[src/rtl/dbd_pkg.sv]
// Package for the DRAM bank decoder: bank setting layout and function-code rules.
// Assumes a 16-bit bank setting with a 7-bit base/mask field covering A23..A17.
package dbd_pkg;

    localparam int CFG_W     = 16;
    localparam int FIELD_W   = 7;
    localparam int BASE_LSB  = 9;
    localparam int MASK_LSB  = 1;
    localparam int VALID_BIT = 0;

    typedef struct packed {
        logic [FIELD_W-1:0] base;
        logic [FIELD_W-1:0] mask;
        logic               valid;
    } bank_cfg_t;

    // Unpack a raw setting; the top mask bit is forced to compare.
    function automatic bank_cfg_t unpack_cfg(input logic [CFG_W-1:0] raw);
        bank_cfg_t c;
        c.base  = raw[BASE_LSB +: FIELD_W];
        c.mask  = {1'b1, raw[MASK_LSB +: FIELD_W-1]};
        c.valid = raw[VALID_BIT];
        return c;
    endfunction

    // True when a function code belongs to the class selected by 'wide'.
    function automatic logic fc_allowed(input logic [2:0] code, input logic wide);
        logic ok;
        case (code)
            3'd5, 3'd6: ok = 1'b1;
            3'd1, 3'd2: ok = wide;
            default:    ok = 1'b0;
        endcase
        return ok;
    endfunction

endpackage

[src/rtl/dbd_bank_match.sv]
// Single-bank decoder. Compares the upper address field against the bank's
// base under its mask, qualifies with valid, function-code class and write
// protect. Purely combinational; assumes inputs are stable while strobe is high.
module dbd_bank_match
    import dbd_pkg::*;
(
    input  logic [CFG_W-1:0]   cfg_raw,
    input  logic [FIELD_W-1:0] addr_hi,
    input  logic [2:0]         fc,
    input  logic               write,
    input  logic               strobe,
    input  logic               wp,
    input  logic               wide,
    output logic               hit,
    output logic               fc_err,
    output logic               wp_err
);

    bank_cfg_t cfg;
    logic      region;
    logic      fc_ok;
    logic      cfg_unused;

    assign cfg        = unpack_cfg(cfg_raw);
    assign cfg_unused = ^cfg_raw[BASE_LSB-1:MASK_LSB+FIELD_W-1];

    // Address window compare and function-code qualification.
    always_comb begin
        region = cfg.valid && (((addr_hi ^ cfg.base) & cfg.mask) == '0);
        fc_ok  = fc_allowed(fc, wide);
        hit    = strobe && region && fc_ok;
        fc_err = strobe && region && !fc_ok;
        wp_err = hit && write && wp;
    end

endmodule

[src/rtl/dbd_wait_ack.sv]
// Wait-state sequencer. At the first edge that samples strobe high it latches
// whether the access is good, protected or unclaimed, then counts down the
// wait field. Acknowledge or protection error appears W+1 edges after strobe
// and is held until strobe is sampled low.
module dbd_wait_ack #(
    parameter int WAIT_W = 2
) (
    input  logic              clk,
    input  logic              rst_n,
    input  logic              strobe,
    input  logic              any_ok,
    input  logic              any_bad,
    input  logic [WAIT_W-1:0] wait_sel,
    output logic              ack,
    output logic              prot_err
);

    logic              strobe_q;
    logic              busy;
    logic              bad;
    logic [WAIT_W-1:0] cnt;

    // Strobe history for start detection.
    always_ff @(posedge clk) begin
        if (!rst_n) strobe_q <= 1'b0;
        else        strobe_q <= strobe;
    end

    // Access outcome latch and wait countdown.
    always_ff @(posedge clk) begin
        if (!rst_n || !strobe) begin
            busy <= 1'b0;
            bad  <= 1'b0;
            cnt  <= '0;
        end else if (!strobe_q) begin
            busy <= any_ok || any_bad;
            bad  <= any_bad;
            cnt  <= wait_sel;
        end else if (busy && cnt != '0) begin
            cnt <= cnt - 1'b1;
        end
    end

    assign ack      = busy && !bad && (cnt == '0);
    assign prot_err = busy &&  bad && (cnt == '0);

    assert_ack_prot_excl_R5: assert property (@(posedge clk) disable iff (!rst_n)
        !(ack && prot_err));

    assert_resp_drop_R6: assert property (@(posedge clk) disable iff (!rst_n)
        !strobe |=> (!ack && !prot_err));

    assert_ack_origin_R6: assert property (@(posedge clk) disable iff (!rst_n)
        $rose(ack) |-> $past(strobe));

endmodule

[src/rtl/dbd_refresh_timer.sv]
// Shared refresh pacer. A down-counter reloads from the interval input on
// reaching zero; each enabled bank gets a one-cycle request per expiry.
// The interval is sampled only at reload, so it may change at any time.
module dbd_refresh_timer #(
    parameter int NUM_BANKS = 2,
    parameter int RATE_W    = 12
) (
    input  logic                 clk,
    input  logic                 rst_n,
    input  logic [RATE_W-1:0]    rate_in,
    input  logic [NUM_BANKS-1:0] bank_en,
    output logic [NUM_BANKS-1:0] refresh_req
);

    logic [RATE_W-1:0] cnt;
    logic              tick;

    assign tick = (cnt == '0);

    // Interval countdown with reload on expiry.
    always_ff @(posedge clk) begin
        if (!rst_n || tick) cnt <= rate_in;
        else                cnt <= cnt - 1'b1;
    end

    for (genvar b = 0; b < NUM_BANKS; b++) begin : g_req
        // Per-bank request gated by its enable.
        always_ff @(posedge clk) begin
            if (!rst_n) refresh_req[b] <= 1'b0;
            else        refresh_req[b] <= tick && bank_en[b];
        end

        assert_refresh_gate_R9: assert property (@(posedge clk) disable iff (!rst_n)
            refresh_req[b] |-> $past(bank_en[b]));

        assert_refresh_single_R8: assert property (@(posedge clk) disable iff (!rst_n)
            (refresh_req[b] && ($past(rate_in) != '0)) |=> !refresh_req[b]);
    end

endmodule

[src/rtl/dram_bank_decode.sv]
// Top of the DRAM bank decoder. Instantiates one matcher per bank, merges
// their results into the wait-state sequencer, and runs the shared refresh
// pacer. Assumes one bus master and a strobe that drops between accesses.
module dram_bank_decode
    import dbd_pkg::*;
#(
    parameter int NUM_BANKS = 2,
    parameter int ADDR_MSB  = 23,
    parameter int RATE_W    = 12,
    parameter int WAIT_W    = 2
) (
    input  logic                       clk,
    input  logic                       rst_n,
    input  logic [ADDR_MSB:1]          addr,
    input  logic [2:0]                 fc,
    input  logic                       write,
    input  logic                       strobe,
    input  logic [NUM_BANKS*CFG_W-1:0] bank_cfg,
    input  logic [NUM_BANKS-1:0]       wp_en,
    input  logic [NUM_BANKS-1:0]       fc_wide,
    input  logic [NUM_BANKS-1:0]       refresh_en,
    input  logic [WAIT_W-1:0]          wait_sel,
    input  logic [RATE_W-1:0]          refresh_rate,
    output logic [NUM_BANKS-1:0]       bank_hit,
    output logic [NUM_BANKS-1:0]       fc_err,
    output logic [NUM_BANKS-1:0]       wp_err,
    output logic                       ack,
    output logic                       prot_err,
    output logic [NUM_BANKS-1:0]       refresh_req
);

    localparam int BLK_LSB = ADDR_MSB - FIELD_W + 1;

    logic [FIELD_W-1:0] addr_hi;
    logic               addr_unused;
    logic               any_bad;
    logic               any_ok;

    assign addr_hi     = addr[ADDR_MSB:BLK_LSB];
    assign addr_unused = ^addr[BLK_LSB-1:1];

    for (genvar b = 0; b < NUM_BANKS; b++) begin : g_bank
        dbd_bank_match u_match (
            .cfg_raw (bank_cfg[b*CFG_W +: CFG_W]),
            .addr_hi (addr_hi),
            .fc      (fc),
            .write   (write),
            .strobe  (strobe),
            .wp      (wp_en[b]),
            .wide    (fc_wide[b]),
            .hit     (bank_hit[b]),
            .fc_err  (fc_err[b]),
            .wp_err  (wp_err[b])
        );
    end

    // Merge bank results: any violation overrides a clean hit.
    always_comb begin
        any_bad = |wp_err;
        any_ok  = (|bank_hit) && !any_bad;
    end

    dbd_wait_ack #(.WAIT_W(WAIT_W)) u_ack (
        .clk      (clk),
        .rst_n    (rst_n),
        .strobe   (strobe),
        .any_ok   (any_ok),
        .any_bad  (any_bad),
        .wait_sel (wait_sel),
        .ack      (ack),
        .prot_err (prot_err)
    );

    dbd_refresh_timer #(.NUM_BANKS(NUM_BANKS), .RATE_W(RATE_W)) u_refresh (
        .clk         (clk),
        .rst_n       (rst_n),
        .rate_in     (refresh_rate),
        .bank_en     (refresh_en),
        .refresh_req (refresh_req)
    );

endmodule

[config.mk]
export PLATFORM = sky130hd
export DESIGN_NAME = dram_bank_decode
export DESIGN_NICKNAME = d
export VERILOG_FILES = /design/src/rtl/dbd_pkg.sv /design/src/rtl/dbd_bank_match.sv /design/src/rtl/dbd_wait_ack.sv /design/src/rtl/dbd_refresh_timer.sv /design/src/rtl/dram_bank_decode.sv
export SDC_FILE = /design/constraint.sdc
export NUM_CORES = 1
export LEC_CHECK = 0
export BUFFER_PORTS_ARGS = -buffer_cell sky130_fd_sc_hd__clkbuf_2
export CORE_MARGIN = 5
export CORE_UTILIZATION = 40
export CTS_CLUSTER_DIAMETER = 30
export DETAILED_ROUTE_END_ITERATION = 12
export PLACE_DENSITY = 0.8
export SYNTH_ARGS = -nofsm -noshare
export SYNTH_HDL_FRONTEND = slang
export SYNTH_HIERARCHICAL = 1
export SYNTH_SLANG_ARGS = --single-unit
[constraint.sdc]
create_clock -name clk -period 2 [get_ports clk]
set_input_delay 0.4 -clock clk [delete_from_list [all_inputs] [get_ports clk]]
set_output_delay 0.4 -clock clk [all_outputs]
set_load 0.03 [all_outputs]
==> flow_summary.json, run 1 <==
{
  "skew_ns": 0.00196,
  "cts.sinks": 19,
  "nets": 300,
  "cts_hold_buffers": 0,
  "grt_max_degree": 12,
  "yosysMostFrequentCell": "dfxtp_1",
  "cp.required_ns": 1.60,
  "critPathMaxFanout": 3,
  "vias_per_cell": 4.71,
  "dp_hpwl_um": 2650,
  "grt_pass1_wl_um": 5010,
  "wl_per_cell_um": 11.7,
  "total_power_uw": 876,
  "synth_edf_count": 0,
  "clkPwrFrac_pct": 22.0,
  "routed_wl_um": 3010,
  "syn-cell-area_sq_um": 1250,
  "row_count": 20,
  "root_buffer": "clkbuf_4",
  "dieWidth_um": 65.9,
  "swShare_pct": 29.6,
  "min_period_ns": 1.85,
  "htree_num_levels": 1,
  "startpoint_type": "input port",
  "cts_setup_buffers": 0,
  "fmax_mhz": 541,
  "cp-end-kind": "output port",
  "fin_tns_setup_ns": 0,
  "cts_made_buffers": 3,
  "async_flop_share_pct": 0,
  "fillCellCount": 320,
  "regArea_sq_um": 380,
  "ant_nets": 0,
  "worst_slew_pin_slew_ns": 0.566,
  "avgSynthCellArea_sq_um": 8.99,
  "n_antenna_cell": 0,
  "routed-via-count": 1215,
  "gp_congestion": 0.759,
  "clkTransAtPathRegs_ns": 0.10,
  "share_seq_of_total_power_pct": 51.5,
  "grt_pass1_vias": 1243,
  "maxCapViolCount": 0,
  "firstDrtPassIters": 4,
  "intPower_uw": 617,
  "pwr_density_cell_nw_per_um2": 516,
  "vdd_drop_max_mv": 0.385,
  "worstSkewPairLatency_ns": 0.30,
  "p_leak_nw": 0.814,
  "hold_path.class": "in2reg",
  "antenna_found_initial": 0,
  "synthTopCellsByCount": "19 x dfxtp_1, 18 x nor2_1, 16 x xor2_1, 10 x xnor2_1, 9 x a21oi_1",
  "grt_usage_pct": 14.5,
  "synth_top_area_share_pct": 30.4,
  "io_buffers": 71,
  "cts_buffer_depth": 2,
  "combinationalPowerShare_pct": 26.5,
  "layout-area-overhead-vs-synth_pct": 35.9,
  "yosys.area.top_type": "dfxtp_1",
  "yosysSeqAreaShare_pct": 30.4,
  "critical_path_arrival_ns": 1.45,
  "synthFlopType": "dfxtp_1",
  "drive_above_1_share_pct": 47.2,
  "synth_seq_cells": 19,
  "final-hold-violation-count": 0,
  "drc_errors": 0,
  "rsz0062_at_grt": "no",
  "status": "finished clean",
  "synth-warning-count": 6,
  "post-route-period-util_pct": 92.5,
  "syn_nets": 224,
  "p_switching_uw": 259,
  "netlist_instances": 139,
  "die-area_sq_um": 4340,
  "cts_resized": 0,
  "setup_viol": 0,
  "fp.coreArea_sq_um": 3030,
  "overflow": 0,
  "finalMaxSlewViolations": 0,
  "start_util_pct": 41.3,
  "pin_count": 92,
  "drt-initial-drc-count": 22,
  "synth_cell_types": 37,
  "dieHeight_um": 65.9,
  "critical_path_class": "in2out",
  "multi_input_area_sq_um": 833,
  "tritoncts": "built",
  "slew_headroom_pct": 61.9,
  "synth_area_leaders": "dfxtp_1 30%, xor2_1 11%, xnor2_1 7.0%"
}
## cell type report
cell class / instances / area share (%)
Clock buffer: 4 / 1.55
Timing Repair Buffer: 74 / 22.2
Sequential cell: 19 / 22.4
Tap cell: 44 / 3.24
Multi-Input combinational cell: 110 / 49.0
Inverter: 7 / 1.55
## through the flow
step	utilization [%]	setup slack, ns	std cells	hold slack, ns	cell area (sq um)
finish	56.1	0.151	258	0.304	1700
global route	56.1	0.0697	258	0.290	1700
CTS	56.1	0.140	258	0.292	1700
detailed placement	55.2	0.146	254	0.533	1670
global placement	55.2	0.149	254	0.506	1670
floorplan	-	0.0741	139	0.479	1250
## flip-flops by register name, summed over array words and instances, names as in the netlist
| register | cells |
|---|---|
| u_refresh/cnt | 12 |
| u_ack/cnt | 2 |
| u_refresh/refresh_req | 2 |
| u_ack/bad | 1 |
| u_ack/busy | 1 |
| u_ack/strobe_q | 1 |
## power by group through the flow
stage	Combinational (mW)	Clock, mW	Sequential [mW]
final	0.233	0.193	0.451
after floorplan	0.142	0	0.450
after CTS	0.236	0.205	0.451
after detailed placement	0.234	0	0.460
after global placement	0.227	0	0.457
after global routing	0.261	0.223	0.458
## cell usage in the layout (no fill, tap or decap), types with 2 or more instances in the layout
cell | Yosys | layout
dfxtp_1 | 19 | 19
xnor2_1 | 10 | 10
nand4_2 | 2 | 2
clkbuf_4 | 0 | 3
buf_4 | 1 | 3
o21ai_0 | 2 | 2
ha_1 | 3 | 3
xor2_1 | 16 | 16
nor3_2 | 4 | 4
a31oi_1 | 3 | 2
nand2_1 | 6 | 6
a22oi_2 | 6 | 6
mux2i_1 | 2 | 2
nor2b_1 | 3 | 3
nor3_1 | 3 | 3
and3_1 | 5 | 5
or4_4 | 2 | 2
inv_1 | 7 | 7
clkbuf_2 | 0 | 71
a21oi_1 | 9 | 9
nor2_1 | 18 | 18
## cells by family (layout without fill, tap and decap cells)
kind of cell               after synthesis  count (layout)  synth area share (%)
xor gates and xnor gates                26              26                  18.2
AOI/OAI and AO/OA                       23              23                  13.8
buffers and inverters                   10              85                  3.40
and+or+nand+nor                         55              55                  28.6
DFF                                     19              19                  30.4
adders and majority gates                3               3                  3.00
muxes                                    3               3                  2.50
## worst max-delay path: stages
cell and delay, ns:
clkbuf_2 0.10, xor2_1 0.15, a22oi_2 0.20, nand4_2 0.16, nor3_2 0.20, clkbuf_2 0.24
## layer usage
metal	vias to the layer above	global-route usage (%)	wire, um	part of all wire, %
li1	633	-	-	-
met3	4	2.38	222	7.4
met2	41	28.4	1590	53
met1	537	15.1	1170	39
met4	0	5.44	33	1.1
met5	-	0	0	0
## worst paths after layout
path,from,to,slack (ns),depth (start not counted)
max,addr[20],wp_err[1],0.15,6
max reg2reg,u_refresh/cnt[0]$_DFF_P_,u_refresh/cnt[7]$_DFF_P_,0.32,7
min,refresh_rate[1],u_refresh/cnt[1]$_DFF_P_,0.30,3
min reg2reg,u_ack/bad$_SDFFE_PP0N_,u_ack/bad$_SDFFE_PP0N_,0.54,2
Note: power is estimated with default switching activity, not from simulation.
==> inputs of run 2 (changes only) <==
Settings changed: ABC_CLOCK_PERIOD_IN_PS set to 1800.
Clock period 2 ns to 1.8 ns, I/O delays scaled along.
==> flow_summary.json, run 2 (synthesis gave the netlist of run 1 again) <==
{
  "fillCellCount": 298,
  "worst-r2r-setup-slack_ns": 0.22,
  "met3_usage_pct": 4.08,
  "worst_slew_pin_slew_ns": 0.519,
  "final_cell_mix": "66 x clkbuf_2, 19 x dfxtp_1, 18 x nor2_1",
  "routed_wl_um": 2970,
  "dieHeight_um": 65.9,
  "drive_above_1_share_pct": 47.4,
  "largestRegisters": "u_refresh/cnt: 12 flops, u_ack/cnt: 2 flops, u_refresh/refresh_req: 2 flops",
  "total_power_uw": 979,
  "fin_tns_setup_ns": 0,
  "fin_util_pct": 57.0,
  "grt_pass1_wl_um": 4770,
  "use_met1_pct": 12.8,
  "pin_count": 92,
  "fin_ws_ns": 0.0515,
  "fp.coreArea_sq_um": 3030,
  "vdd_drop_max_mv": 0.533,
  "critPathMaxFanout": 3,
  "use_met2_pct": 27.9,
  "layout-area-overhead-vs-synth_pct": 38.0,
  "htree_num_levels": 1,
  "cts_buffer_depth": 2,
  "min_period_ns": 1.75,
  "firstDrtPassIters": 4,
  "startpoint_type": "input port",
  "worstSkewPairLatency_ns": 0.30,
  "fin_hold_ws_ns": 0.272,
  "grt_pass1_vias": 1217,
  "ant_nets": 0,
  "dp_hpwl_um": 2640,
  "n_antenna_cell": 0,
  "cts.sinks": 19,
  "setup_viol": 0,
  "final-hold-violation-count": 0,
  "dieWidth_um": 65.9,
  "grt.busiest_layer": "met2",
  "cp-end-kind": "output port",
  "antenna_found_initial": 0,
  "dpl.cell_count": 255,
  "gp_congestion": 0.790,
  "start_util_pct": 41.3,
  "layout.cells.non_filler": 259,
  "vias_per_cell": 4.78,
  "critical_path_class": "in2out",
  "nets": 301,
  "largest_reg_flops": 12,
  "finalMaxSlewViolations": 0,
  "status": "finished clean",
  "clkTransAtPathRegs_ns": 0.10,
  "cp.required_ns": 1.44,
  "drc_errors": 0,
  "drt-initial-drc-count": 22,
  "fmax_mhz": 572,
  "wl_per_cell_um": 11.5,
  "max_flop_register": "u_refresh/cnt",
  "cts_made_buffers": 3,
  "regArea_sq_um": 380,
  "post-route-period-util_pct": 97.1,
  "overflow": 0,
  "p_leak_nw": 0.842,
  "tritoncts": "built",
  "cts_hold_buffers": 0,
  "grt_max_degree": 14,
  "layout_commonest_cell": "clkbuf_2",
  "pwr_density_cell_nw_per_um2": 567,
  "maxCapViolCount": 0,
  "row_count": 20,
  "final_area_sq_um": 1730,
  "die-area_sq_um": 4340,
  "grt_usage_pct": 14.0,
  "io_buffers": 71,
  "critical_path_arrival_ns": 1.39,
  "routed-via-count": 1239,
  "hold_path.class": "in2reg",
  "multi_input_area_sq_um": 840,
  "root_buffer": "clkbuf_4",
  "slew_headroom_pct": 65.1,
  "skew_ns": 0.00597,
  "post_dp_cell_area_sq_um": 1690,
  "place_ws_ns": 0.00523,
  "rsz0062_at_grt": "yes"
}
run 2: worst paths after layout:
path / startpoint / endpoint / cells past startpoint
max: bank_cfg[29] / wp_err[1] / 6
min: refresh_rate[1] / u_refresh/cnt[1]$_DFF_P_ / 3
max reg2reg: u_refresh/cnt[4]$_DFF_P_ / u_refresh/cnt[10]$_DFF_P_ / 4
min reg2reg: u_ack/bad$_SDFFE_PP0N_ / u_ack/bad$_SDFFE_PP0N_ / 2
run 2: worst max-delay path: stages:
cell and delay [ns]:
clkbuf_2 0.09, xor2_1 0.16, a22oi_2 0.21, nand4_2 0.18, nor3_4 0.21, buf_4 0.19
run 2: where the power goes:
group	internal [mW]	switching [mW]	total [mW]
registers	0.457	0.0452	0.503
logic	0.143	0.118	0.260
clock network	0.0829	0.133	0.216
total	0.683	0.296	0.979
run 2: timing repair:
action / CTS / global route
resized for setup: 0 / 11
setup buffers: 0 / 0
endpoints found under the setup margin: 0 / 6
hold endpoints to repair: 0 / 0
run 2: cell type report:
type	instances	area share, %
well taps	44	3.19
inverters	7	1.52
multi-input cells	110	48.7
repair buffers	75	23.0
clock inverters	1	0.290
clock buffers	3	1.31
flip-flops and latches	19	22.0
run 2: layer usage:
layer | part of all wire (%) | vias to the layer above | wire [um]
met5 | 0 | - | 0
met4 | 0.77 | 0 | 23
met3 | 8.7 | 2 | 258
met2 | 54 | 46 | 1610
met1 | 36 | 555 | 1080
li1 | - | 636 | -
==> inputs of run 3 (changes only) <==
Settings changed: MAX_ROUTING_LAYER set to met4, PLACE_DENSITY 0.8 to 0.85, TNS_END_PERCENT set to 100.
==> flow_summary.json, run 3 (synthesis gave the netlist of run 1 again) <==
{
  "largest_reg_flops": 12,
  "pwr_density_cell_nw_per_um2": 561,
  "tritoncts": "built",
  "vias_per_cell": 4.57,
  "largestRegisters": "u_refresh/cnt: 12 flops, u_ack/cnt: 2 flops, u_refresh/refresh_req: 2 flops",
  "setup_viol": 0,
  "htree_num_levels": 1,
  "drt-initial-drc-count": 13,
  "overflow": 0,
  "dieWidth_um": 65.9,
  "fin_util_pct": 57.4,
  "layout.cells.non_filler": 259,
  "cts_made_buffers": 3,
  "grt_pass1_vias": 1157,
  "min_period_ns": 1.75,
  "fillCellCount": 299,
  "dieHeight_um": 65.9,
  "routed_wl_um": 2850,
  "firstDrtPassIters": 4,
  "pin_count": 92,
  "finalMaxSlewViolations": 0,
  "skew_ns": 0.00417,
  "cp-end-kind": "output port",
  "slew_headroom_pct": 62.7,
  "nets": 301,
  "hold_path.class": "in2reg",
  "ant_nets": 0,
  "drive_above_1_share_pct": 47.9,
  "die-area_sq_um": 4340,
  "grt_usage_pct": 13.5,
  "cp.required_ns": 1.44,
  "io_buffers": 71,
  "dpl.cell_count": 255,
  "worstSkewPairLatency_ns": 0.29,
  "layout-area-overhead-vs-synth_pct": 39.1,
  "routed-via-count": 1183,
  "fp.coreArea_sq_um": 3030,
  "antenna_found_initial": 0,
  "vdd_drop_max_mv": 0.412,
  "worst_slew_pin_slew_ns": 0.553,
  "final-hold-violation-count": 0,
  "startpoint_type": "input port",
  "layout_commonest_cell": "clkbuf_2",
  "critical_path_class": "in2out",
  "status": "finished clean",
  "drc_errors": 0,
  "wl_per_cell_um": 11.0,
  "max_flop_register": "u_refresh/cnt",
  "grt_max_degree": 16,
  "gp_congestion": 0.732,
  "critical_path_arrival_ns": 1.39,
  "cts_buffer_depth": 2,
  "rsz0062_at_grt": "yes",
  "final_cell_mix": "67 x clkbuf_2, 19 x dfxtp_1, 17 x nor2_1",
  "fin_tns_setup_ns": 0,
  "fmax_mhz": 572,
  "start_util_pct": 41.3,
  "row_count": 20,
  "root_buffer": "clkbuf_4",
  "final_area_sq_um": 1740,
  "n_antenna_cell": 0,
  "dp_hpwl_um": 2510,
  "clkTransAtPathRegs_ns": 0.10,
  "critPathMaxFanout": 3,
  "maxCapViolCount": 0,
  "cts.sinks": 19,
  "grt_pass1_wl_um": 4490,
  "post_dp_cell_area_sq_um": 1690,
  "p_leak_nw": 0.834,
  "total_power_uw": 976,
  "post-route-period-util_pct": 97.0
}
## run 3: path summary, 6_finish.rpt
| check | from | endpoint | slack, ns | depth (start not counted) |
|---|---|---|---|---|
| worst max-delay path | addr[20] | bank_hit[0] | 0.05 | 6 |
| worst max register to register | u_refresh/cnt[0]$_DFF_P_ | u_refresh/cnt[1]$_DFF_P_ | 0.22 | 6 |
| worst min register to register | u_refresh/cnt[3]$_DFF_P_ | u_refresh/cnt[3]$_DFF_P_ | 0.54 | 2 |
| worst min-delay path | refresh_rate[1] | u_refresh/cnt[1]$_DFF_P_ | 0.27 | 3 |
## run 3: per-layer routing
layer | GRT usage (%) | vias to the layer above | wire length [um]
li1 | - | 633 | -
met1 | 13.7 | 504 | 1110
met2 | 25.2 | 42 | 1460
met3 | 3.06 | 4 | 247
met4 | 4.66 | 0 | 30
met5 | - | - | 0
## run 3: layout make-up
| cell class | count | area [sq um] | area share, % |
|---|---|---|---|
| well taps | 44 | 55.1 | 3.17 |
| clock buffers | 3 | 22.5 | 1.29 |
| multi-input cells | 110 | 851 | 48.9 |
| inverters | 7 | 26.3 | 1.51 |
| repair buffers | 75 | 399 | 22.9 |
| flip-flops and latches | 19 | 380 | 21.9 |
| clock inverters | 1 | 5.00 | 0.288 |
## run 3: report_power, final
part	switching, mW	internal (mW)	leakage [nW]
logic	0.121	0.144	0.659
clock network	0.128	0.0828	0.0177
registers	0.0429	0.457	0.158
## run 3: repair_timing
item	4_1_cts	5_1_grt
hold buffers	0	0
pin swaps	0	2
setup buffers	0	0
endpoints found under the setup margin	2	4
resized for setup	2	9
## run 3: stage by stage
stage | hold slack (ns) | setup WS, ns
final | 0.271 | 0.0532
after floorplan | 0.479 | 0.00718
after detailed placement | 0.520 | -0.00979
after global placement | 0.508 | 0.00103
after global routing | 0.268 | -0.0365
after CTS | 0.260 | 0.00296
## run 3: worst max-delay path, stage by stage
cell and delay (ns):
clkbuf_2 0.10, xor2_1 0.15, a22oi_2 0.19, nand4_2 0.18
nor2_1 0.18, clkbuf_4 0.22
